## src/rtl/src_irq_hub_pkg.sv

```systemverilog
// Shared constants and helpers for the source interrupt hub.
// Assumes a 64-bit register word and addresses of at least 12 bits.
package src_irq_hub_pkg;
    localparam int WORD_W  = 64;
    localparam int LANES   = WORD_W / 8;

    localparam logic [11:0] OFF_ID       = 12'h000;
    localparam logic [11:0] OFF_MASK     = 12'h020;
    localparam logic [11:0] OFF_MSIEN    = 12'h040;
    localparam logic [11:0] OFF_EDGE     = 12'h060;
    localparam logic [11:0] OFF_CLEAR    = 12'h080;
    localparam logic [11:0] OFF_FIX0     = 12'h0C0;
    localparam logic [11:0] OFF_FIX1     = 12'h0E0;
    localparam logic [11:0] OFF_ROUTE    = 12'h100;
    localparam logic [11:0] OFF_ROUTE_HI = 12'h13F;
    localparam logic [11:0] OFF_VEC      = 12'h200;
    localparam logic [11:0] OFF_VEC_HI   = 12'h23F;
    localparam logic [11:0] OFF_STATUS   = 12'h3A0;
    localparam logic [11:0] OFF_POL      = 12'h3E0;

    typedef enum logic [3:0] {
        SEL_NONE, SEL_ID, SEL_MASK, SEL_MSIEN, SEL_EDGE, SEL_CLEAR,
        SEL_FIXED, SEL_ROUTE, SEL_VEC, SEL_STATUS, SEL_POL
    } reg_sel_e;

    // Byte-lane enables of an access at byte offset zero
    function automatic logic [LANES-1:0] width_lanes(input logic [1:0] sz);
        case (sz)
            2'd0:    return LANES'(8'h01);
            2'd1:    return LANES'(8'h03);
            2'd2:    return LANES'(8'h0F);
            default: return '1;
        endcase
    endfunction

    // Expand byte-lane enables into a bit mask
    function automatic logic [WORD_W-1:0] lanes_to_bits(input logic [LANES-1:0] l);
        logic [WORD_W-1:0] b;
        for (int i = 0; i < LANES; i++) b[i*8 +: 8] = {8{l[i]}};
        return b;
    endfunction
endpackage

```

## src/rtl/sih_decode.sv

```systemverilog
// Access decoder: picks the target register, checks alignment, and
// builds the lane mask and lane-aligned write data of one access.
// Pure combinational; assumes ADDR_W >= 12.
module sih_decode
    import src_irq_hub_pkg::*;
#(
    parameter int ADDR_W = 12
) (
    input  logic [ADDR_W-1:0] addr,
    input  logic [1:0]        size,
    input  logic [WORD_W-1:0] wdata,
    output reg_sel_e          sel,
    output logic              misalign,
    output logic [2:0]        byte_off,
    output logic [2:0]        word_idx,
    output logic [LANES-1:0]  lane_en,
    output logic [WORD_W-1:0] bit_mask,
    output logic [WORD_W-1:0] wdata_sh,
    output logic [WORD_W-1:0] size_bits
);
    logic [ADDR_W-1:0] word_addr;

    assign word_addr = {addr[ADDR_W-1:3], 3'b000};
    assign byte_off  = addr[2:0];
    assign word_idx  = addr[5:3];
    assign size_bits = lanes_to_bits(width_lanes(size));
    assign lane_en   = width_lanes(size) << byte_off;
    assign bit_mask  = size_bits << {byte_off, 3'b000};
    assign wdata_sh  = (wdata & size_bits) << {byte_off, 3'b000};

    // Alignment rule: the offset must be a multiple of the access width
    always_comb begin
        case (size)
            2'd0:    misalign = 1'b0;
            2'd1:    misalign = addr[0];
            2'd2:    misalign = |addr[1:0];
            default: misalign = |addr[2:0];
        endcase
    end

    // Word address to register selection
    always_comb begin
        sel = SEL_NONE;
        if (word_addr == ADDR_W'(OFF_ID))          sel = SEL_ID;
        else if (word_addr == ADDR_W'(OFF_MASK))   sel = SEL_MASK;
        else if (word_addr == ADDR_W'(OFF_MSIEN))  sel = SEL_MSIEN;
        else if (word_addr == ADDR_W'(OFF_EDGE))   sel = SEL_EDGE;
        else if (word_addr == ADDR_W'(OFF_CLEAR))  sel = SEL_CLEAR;
        else if (word_addr == ADDR_W'(OFF_FIX0) ||
                 word_addr == ADDR_W'(OFF_FIX1))   sel = SEL_FIXED;
        else if (word_addr >= ADDR_W'(OFF_ROUTE) &&
                 word_addr <= ADDR_W'(OFF_ROUTE_HI)) sel = SEL_ROUTE;
        else if (word_addr >= ADDR_W'(OFF_VEC) &&
                 word_addr <= ADDR_W'(OFF_VEC_HI))   sel = SEL_VEC;
        else if (word_addr == ADDR_W'(OFF_STATUS)) sel = SEL_STATUS;
        else if (word_addr == ADDR_W'(OFF_POL))    sel = SEL_POL;
    end
endmodule

```

## src/rtl/sih_bytes.sv

```systemverilog
// Byte-per-source storage (routing or vector bytes), eight words of
// eight bytes. Slots at or above NSRC are not stored and read as zero.
// Assumes NSRC <= 64.
module sih_bytes
    import src_irq_hub_pkg::*;
#(
    parameter int NSRC = 64
) (
    input  logic              clk,
    input  logic              rst_n,
    input  logic              wr_en,
    input  logic [2:0]        word_idx,
    input  logic [LANES-1:0]  lane_en,
    input  logic [WORD_W-1:0] wdata_sh,
    output logic [WORD_W-1:0] rd_word
);
    localparam int SLOTS = 8 * LANES;

    logic [7:0]         mem [NSRC];
    logic [SLOTS*8-1:0] flat;

    // Byte-lane write into the addressed word, clear on reset
    always_ff @(posedge clk) begin
        if (!rst_n) begin
            for (int n = 0; n < NSRC; n++) mem[n] <= 8'h00;
        end else if (wr_en) begin
            for (int l = 0; l < LANES; l++) begin
                if (lane_en[l] && (int'(word_idx) * LANES + l) < NSRC)
                    mem[int'(word_idx) * LANES + l] <= wdata_sh[l*8 +: 8];
            end
        end
    end

    for (genvar n = 0; n < SLOTS; n++) begin : g_slot
        if (n < NSRC) begin : g_live
            assign flat[n*8 +: 8] = mem[n];
        end else begin : g_none
            assign flat[n*8 +: 8] = 8'h00;
        end
    end

    assign rd_word = flat[word_idx*WORD_W +: WORD_W];
endmodule

```

## src/rtl/sih_line.sv

```systemverilog
// Capture logic of one interrupt source: polarity inversion, edge or
// level capture into a pending bit, and the in-service latch.
// On an edge source, a new rising edge in the same cycle as a clear
// leaves the pending bit set.
module sih_line (
    input  logic clk,
    input  logic rst_n,
    input  logic raw_in,
    input  logic invert,
    input  logic is_edge,
    input  logic masked,
    input  logic clr,
    output logic pend,
    output logic isr
);
    logic eff;
    logic prev;

    assign eff = raw_in ^ invert;

    // Pending and in-service update
    always_ff @(posedge clk) begin
        if (!rst_n) begin
            prev <= 1'b0;
            pend <= 1'b0;
            isr  <= 1'b0;
        end else begin
            prev <= eff;
            pend <= is_edge ? ((pend & ~clr) | (eff & ~prev)) : eff;
            isr  <= is_edge ? (clr ? 1'b0 : (isr | (pend & ~masked)))
                            : (pend & ~masked);
        end
    end
endmodule

```

## src/rtl/src_irq_hub.sv

```systemverilog
// Source interrupt hub top: 64-bit register file with byte-lane access,
// per-source capture lines, and a registered response.
// Assumes NSRC <= 64. Outputs are combinational from registered state.
module src_irq_hub
    import src_irq_hub_pkg::*;
#(
    parameter int NSRC   = 64,
    parameter int ADDR_W = 12
) (
    input  logic              clk,
    input  logic              rst_n,
    input  logic [NSRC-1:0]   irq_in,
    output logic [NSRC-1:0]   irq_out,
    input  logic              req_valid,
    input  logic              req_write,
    input  logic [ADDR_W-1:0] req_addr,
    input  logic [1:0]        req_size,
    input  logic [WORD_W-1:0] req_wdata,
    output logic              rsp_valid,
    output logic              rsp_err,
    output logic [WORD_W-1:0] rsp_rdata
);
    localparam logic [WORD_W-1:0] ID_WORD =
        {8'h00, 8'(NSRC - 1), 8'h00, 8'h01, 8'h07, 24'h000000};

    reg_sel_e          sel;
    logic              misalign;
    logic [2:0]        byte_off;
    logic [2:0]        word_idx;
    logic [LANES-1:0]  lane_en;
    logic [WORD_W-1:0] bit_mask;
    logic [WORD_W-1:0] wdata_sh;
    logic [WORD_W-1:0] size_bits;

    logic [NSRC-1:0]   mask_q;
    logic [NSRC-1:0]   edge_q;
    logic [NSRC-1:0]   msien_q;
    logic [NSRC-1:0]   pol_q;
    logic [NSRC-1:0]   pend_q;
    logic [NSRC-1:0]   isr_q;
    logic [NSRC-1:0]   clr_bits;
    logic [NSRC-1:0]   keep;
    logic [NSRC-1:0]   put;

    logic              wr_go;
    logic [WORD_W-1:0] route_rd;
    logic [WORD_W-1:0] vec_rd;
    logic [WORD_W-1:0] word_rd;
    logic [WORD_W-1:0] data_rd;

    sih_decode #(.ADDR_W(ADDR_W)) dec_i (
        .addr     (req_addr),
        .size     (req_size),
        .wdata    (req_wdata),
        .sel      (sel),
        .misalign (misalign),
        .byte_off (byte_off),
        .word_idx (word_idx),
        .lane_en  (lane_en),
        .bit_mask (bit_mask),
        .wdata_sh (wdata_sh),
        .size_bits(size_bits)
    );

    assign wr_go    = req_valid & req_write & ~misalign;
    assign keep     = ~bit_mask[NSRC-1:0];
    assign put      = wdata_sh[NSRC-1:0];
    assign clr_bits = (wr_go && sel == SEL_CLEAR) ? (put & edge_q) : '0;

    // Configuration words: byte-lane merge on aligned writes
    always_ff @(posedge clk) begin
        if (!rst_n) begin
            mask_q  <= '1;
            edge_q  <= '0;
            msien_q <= '0;
            pol_q   <= '0;
        end else if (wr_go) begin
            case (sel)
                SEL_MASK:  mask_q  <= (mask_q  & keep) | put;
                SEL_EDGE:  edge_q  <= (edge_q  & keep) | put;
                SEL_MSIEN: msien_q <= (msien_q & keep) | put;
                SEL_POL:   pol_q   <= (pol_q   & keep) | put;
                default: ;
            endcase
        end
    end

    sih_bytes #(.NSRC(NSRC)) route_i (
        .clk     (clk),
        .rst_n   (rst_n),
        .wr_en   (wr_go && sel == SEL_ROUTE),
        .word_idx(word_idx),
        .lane_en (lane_en),
        .wdata_sh(wdata_sh),
        .rd_word (route_rd)
    );

    sih_bytes #(.NSRC(NSRC)) vec_i (
        .clk     (clk),
        .rst_n   (rst_n),
        .wr_en   (wr_go && sel == SEL_VEC),
        .word_idx(word_idx),
        .lane_en (lane_en),
        .wdata_sh(wdata_sh),
        .rd_word (vec_rd)
    );

    for (genvar n = 0; n < NSRC; n++) begin : g_line
        sih_line line_i (
            .clk    (clk),
            .rst_n  (rst_n),
            .raw_in (irq_in[n]),
            .invert (pol_q[n]),
            .is_edge(edge_q[n]),
            .masked (mask_q[n]),
            .clr    (clr_bits[n]),
            .pend   (pend_q[n]),
            .isr    (isr_q[n])
        );
    end

    assign irq_out = pend_q & ~mask_q;

    // Read word selection
    always_comb begin
        case (sel)
            SEL_ID:     word_rd = ID_WORD;
            SEL_MASK:   word_rd = WORD_W'(mask_q);
            SEL_MSIEN:  word_rd = WORD_W'(msien_q);
            SEL_EDGE:   word_rd = WORD_W'(edge_q);
            SEL_STATUS: word_rd = WORD_W'(isr_q & ~mask_q);
            SEL_POL:    word_rd = WORD_W'(pol_q);
            SEL_ROUTE:  word_rd = route_rd;
            SEL_VEC:    word_rd = vec_rd;
            default:    word_rd = '0;
        endcase
    end

    assign data_rd = (word_rd >> {byte_off, 3'b000}) & size_bits;

    // Registered response one cycle after each request
    always_ff @(posedge clk) begin
        if (!rst_n) begin
            rsp_valid <= 1'b0;
            rsp_err   <= 1'b0;
            rsp_rdata <= '0;
        end else begin
            rsp_valid <= req_valid;
            rsp_err   <= req_valid & misalign;
            rsp_rdata <= (req_valid && !req_write && !misalign) ? data_rd : '0;
        end
    end
endmodule

```

## config.mk

```make
export PLATFORM = sky130hd
export DESIGN_NAME = src_irq_hub
export DESIGN_NICKNAME = d
export VERILOG_FILES = /design/src/rtl/src_irq_hub_pkg.sv /design/src/rtl/sih_decode.sv /design/src/rtl/sih_bytes.sv /design/src/rtl/sih_line.sv /design/src/rtl/src_irq_hub.sv
export SDC_FILE = /design/constraint.sdc
export NUM_CORES = 2
export LEC_CHECK = 0
export BUFFER_PORTS_ARGS = -buffer_cell sky130_fd_sc_hd__buf_2
export CORE_MARGIN = 4
export CORE_UTILIZATION = 33
export CTS_CLUSTER_SIZE = 28
export DETAILED_ROUTE_END_ITERATION = 6
export RECOVER_POWER = 25
export SYNTH_ARGS = -nofsm -noshare
export SYNTH_HDL_FRONTEND = slang
export SYNTH_SLANG_ARGS = --single-unit
export TNS_END_PERCENT = 20
```

## constraint.sdc

```tcl
create_clock -name clk -period 8.05 [get_ports clk]
set_clock_uncertainty 0.15 [all_clocks]
set_input_delay 0.4025 -clock clk [delete_from_list [all_inputs] [get_ports clk]]
set_output_delay 0.4025 -clock clk [all_outputs]
set_load 0.01 [all_outputs]
```

==> impl_metrics.yaml <==
critical_path:
  path_delay_family: "simple AND/OR/NAND/NOR gates"
  crit_path_cell_trace: "buf_2 -> or2_0 -> nor2_1 -> clkbuf_1 -> nand4_1 -> nor2_2 -> clkbuf_1 -> a21oi_1 -> a21o_1"
  critPathMostFrequentCell: "sky130_fd_sc_hd__clkbuf_1"
  worstSetupEndpointType: "flop"
  reg2reg_setup_slack_ns: 4.75
  r2r-end: "rsp_rdata[1]"
  timing_worst_setup_path_type: "input port to flop"
  critical_path_arrival_ns: 6.95
  worst_ep_required_time_ns: 8.61
  worst_reg2reg_path_length_in_cells: 7
  worst_setup_sp: "req_addr[5]"
  slowest_delay_ns: 1.87
  critical-path-slowest-cell: "sky130_fd_sc_hd__nor2_1"
  critical_path_buf_inv_count: 3
  worstPathMaxFanout: 32
  crit_path_start_kind: "input port"
  r2r-start: "vec_i.mem[46][1]"
route:
  post_route_drc: 11
  detail_route.wl_per_cell_um: 29.31
  detail_route.vias_per_cell: 5.900
  detail_route.wirelength_mm: 283.0
  drt_first_pass_iters: 7
  drt_first_iter_violations: 9146
  final_antenna_net_count: 0
  routed-via-count: 56980
placement:
  gpl.final_weighted_congestion: 0.9866
  io_buffer_count: 275
  dp.final_hpwl_mm: 191.1
synth:
  synth.most_common_cell: "sky130_fd_sc_hd__nor2_1"
  synth.cell_area_um2: 69290
  synth_top_cells_by_count: "sky130_fd_sc_hd__nor2_1, sky130_fd_sc_hd__edfxtp_1, sky130_fd_sc_hd__nand2_1"
  postSynth.topFlopCell: "sky130_fd_sc_hd__edfxtp_1"
  ys_seq_area_share_pct: 59.23
  postSynthNetCount: 6691
  synth.distinct_cells: 84
  yosysTopAreaCellShare_pct: 44.38
  async_sr_flop_fraction_pct: 0
  yosys-top-cells-area: "sky130_fd_sc_hd__edfxtp_1, sky130_fd_sc_hd__dfxtp_1, sky130_fd_sc_hd__nor2_1"
  post-synth-top-area-cell: "sky130_fd_sc_hd__edfxtp_1"
  synth_edf_count: 1024
  synthesis.area_per_instance_um2: 10.59
  netlist_instances: 6545
  yosys_warnings: 0
  register_bit_total_from_synthesis: 1538
global_routing:
  grt_pass1_wl_mm: 394.1
  global_route.overflow_total: 0
  groute.usage.overall_pct: 25.02
  grt_pass1_vias: 53130
  grt_max_degree: 165
  antenna_violations_before_repair: 18
floorplanning:
  chip_width_um: 466.2
  core.rowCount: 167
  ios: 276
  floorplan.die_area_um2: 217400
  die_h_um: 466.2
  core_region_area_um2: 207900
  floorplan.initialDensity_pct: 33.33
cells_and_area:
  fin_nets: 6870
  layout-drive-gt1-share_pct: 11.46
  nFillCells: 20130
  area_growth_syn_to_layout_pct: 15.01
power:
  static-leakage-power_uw: 0.02728
  power.density_cell_area_nw_per_um2: 224.4
  peakVddDrop_mv: 0.2110
clock_tree:
  cts_setup_buffers: 0
  htree_levels: 4
  cts_tree: "built"
  clk-insertion-delay-late_ns: 0.83
  clock-sinks: 1538
  numCtsBuffers: 160
  clockBufferDepth: 3
  clk_pin_slew_worst_paths_ns: 0.06
  root_buffer: "sky130_fd_sc_hd__clkbuf_16"
sta:
  rsz0062_at_grt: "false"
  relSlewSlack_pct: -91.07
  minimum_period_implied_by_the_final_worst_setup_slack_ns: 6.389
  endpoints_failing_setup: 0
  period_share_pct: 79.37
  tightest_slew_ns: 2.866
  max_freq_mhz: 156.5
  report.final.hold_viol_count: 0
  holdWs_ns: 0.09212
  tns_ns: 0
  final-max-slew-violation-count: 317
status:
  status: "complete, but fails checks"
  failed_checks: "design-rule violations, max-capacitance violations, max-slew violations"
worst_hold_path:
  cell_depth_of_the_worst_min_delay_path: 4
  holdCritPathClass: "input port to flop"
  worstHoldStart: "req_wdata[8]"
  holdPathEnd: "g_line[8].line_i.isr"
flow_run:
  cap_violations: 10
==> logic make-up after synthesis <==
| kind of cell | count (synthesis) | share of synthesized area, % |
|---|---|---|
| muxes | 276 | 6.138 |
| buffers and inverters | 522 | 3.030 |
| DFF | 1538 | 59.23 |
| and+or+nand+nor | 2938 | 18.90 |
| AOI/OAI and AO/OA | 1207 | 11.90 |
| xor gates and xnor gates | 64 | 0.8090 |
==> how the worst max path moves through the flow <==
stage                                        end  cells after the start
after floorplan                 vec_i.mem[45][0]                     10
after global placement        route_i.mem[62][7]                      9
after detailed placement      route_i.mem[62][7]                      9
after CTS                     route_i.mem[52][4]                      8
after global routing                  mask_q[47]                      7
final                     g_line[14].line_i.pend                      9
==> final cells by class <==
class | count | area [um2] | share of cell area, %
Sequential cell | 1538 | 41040 | 51.50
Multi-Input combinational cell | 4485 | 26340 | 33.05
Clock buffer | 207 | 4427 | 5.555
Tap cell | 2788 | 3488 | 4.377
Timing Repair Buffer | 510 | 3232 | 4.055
Clock inverter | 90 | 1031 | 1.294
Inverter | 29 | 108.9 | 0.1366
Antenna cell | 10 | 25.02 | 0.03140
==> stage by stage <==
stage | utilization [%] | setup WS, ns | instances | power, uW | instance area, um2
2_1_floorplan | - | 4.581 | 6545 | 9564 | 69290
3_3_place_gp | 35.44 | 2.623 | 9272 | 10150 | 73690
3_5_place_dp | 35.44 | 2.565 | 9272 | 10160 | 73690
4_1_cts | 38.44 | 3.431 | 9646 | 17850 | 79920
5_1_grt | 38.32 | 1.709 | 9648 | 18270 | 79670
6_report | 38.33 | 1.661 | 9657 | 17880 | 79690
==> cell usage in the layout (no fill, tap or decap), types with 19 or more instances in the layout <==
master	count
sky130_fd_sc_hd__a211oi_1	91
sky130_fd_sc_hd__dfxtp_1	514
sky130_fd_sc_hd__a222oi_1	21
sky130_fd_sc_hd__nor3_1	19
sky130_fd_sc_hd__inv_1	26
sky130_fd_sc_hd__buf_4	136
sky130_fd_sc_hd__a21o_1	32
sky130_fd_sc_hd__and3_1	88
sky130_fd_sc_hd__mux2_2	71
sky130_fd_sc_hd__nand4_1	22
sky130_fd_sc_hd__clkinv_1	25
sky130_fd_sc_hd__and2_0	142
sky130_fd_sc_hd__mux2i_1	93
sky130_fd_sc_hd__and2_1	130
sky130_fd_sc_hd__nand2_1	855
sky130_fd_sc_hd__dlygate4sd3_1	77
sky130_fd_sc_hd__o211ai_1	77
sky130_fd_sc_hd__o22ai_1	64
sky130_fd_sc_hd__o22a_1	26
sky130_fd_sc_hd__nor2b_1	139
sky130_fd_sc_hd__nor2_1	1200
sky130_fd_sc_hd__edfxtp_1	1024
sky130_fd_sc_hd__mux4_2	112
sky130_fd_sc_hd__clkinv_2	26
sky130_fd_sc_hd__a21boi_0	28
sky130_fd_sc_hd__a22oi_1	74
sky130_fd_sc_hd__buf_2	139
sky130_fd_sc_hd__a31oi_1	68
sky130_fd_sc_hd__a22o_1	21
sky130_fd_sc_hd__o21ai_0	288
sky130_fd_sc_hd__clkbuf_16	162
sky130_fd_sc_hd__o2bb2ai_1	39
sky130_fd_sc_hd__bufinv_16	19
sky130_fd_sc_hd__clkbuf_8	21
sky130_fd_sc_hd__a21oi_1	147
sky130_fd_sc_hd__xor2_1	64
sky130_fd_sc_hd__clkbuf_1	172
sky130_fd_sc_hd__nand3_1	213
sky130_fd_sc_hd__a221oi_1	44
==> state kept, by name, indices dropped and copies added, names as in the netlist <==
| signal | count |
|---|---|
| g_line.line_i.isr | 64 |
| g_line.line_i.prev | 64 |
| edge_q | 64 |
| pol_q | 64 |
| rsp_err | 1 |
| mask_q | 64 |
| route_i.mem | 512 |
| rsp_valid | 1 |
| msien_q | 64 |
| rsp_rdata | 64 |
| vec_i.mem | 512 |
| g_line.line_i.pend | 64 |
==> worst reg2reg max path, delay by kind of cell (launching register included) <==
kind             cells  cell delay, ns
flip-flops           1            0.32
AND/OR/NAND/NOR      2            0.59
AO/OA/AOI/OAI        5            2.18
==> what timing repair did <==
action	4_1_cts	5_1_grt
hold endpoints to repair	172	0
resized for setup	0	0
hold buffers	77	0
==> routing by layer <==
metal / up-vias / global-route usage (%) / routed length (um)
met3: 875 / 7.186 / 36580
met5: - / 0 / 41
met2: 4100 / 37.61 / 122500
li1: 23960 / - / -
met1: 28040 / 32.03 / 103900
met4: 6 / 14.85 / 20020
==> power breakdown <==
group	total (uW)	internal [uW]	switching, uW
logic	1270	338	933
clock network	7810	4510	3300
registers	8810	8700	111
total	17900	13500	4340
(Power assumes the default switching activity.)
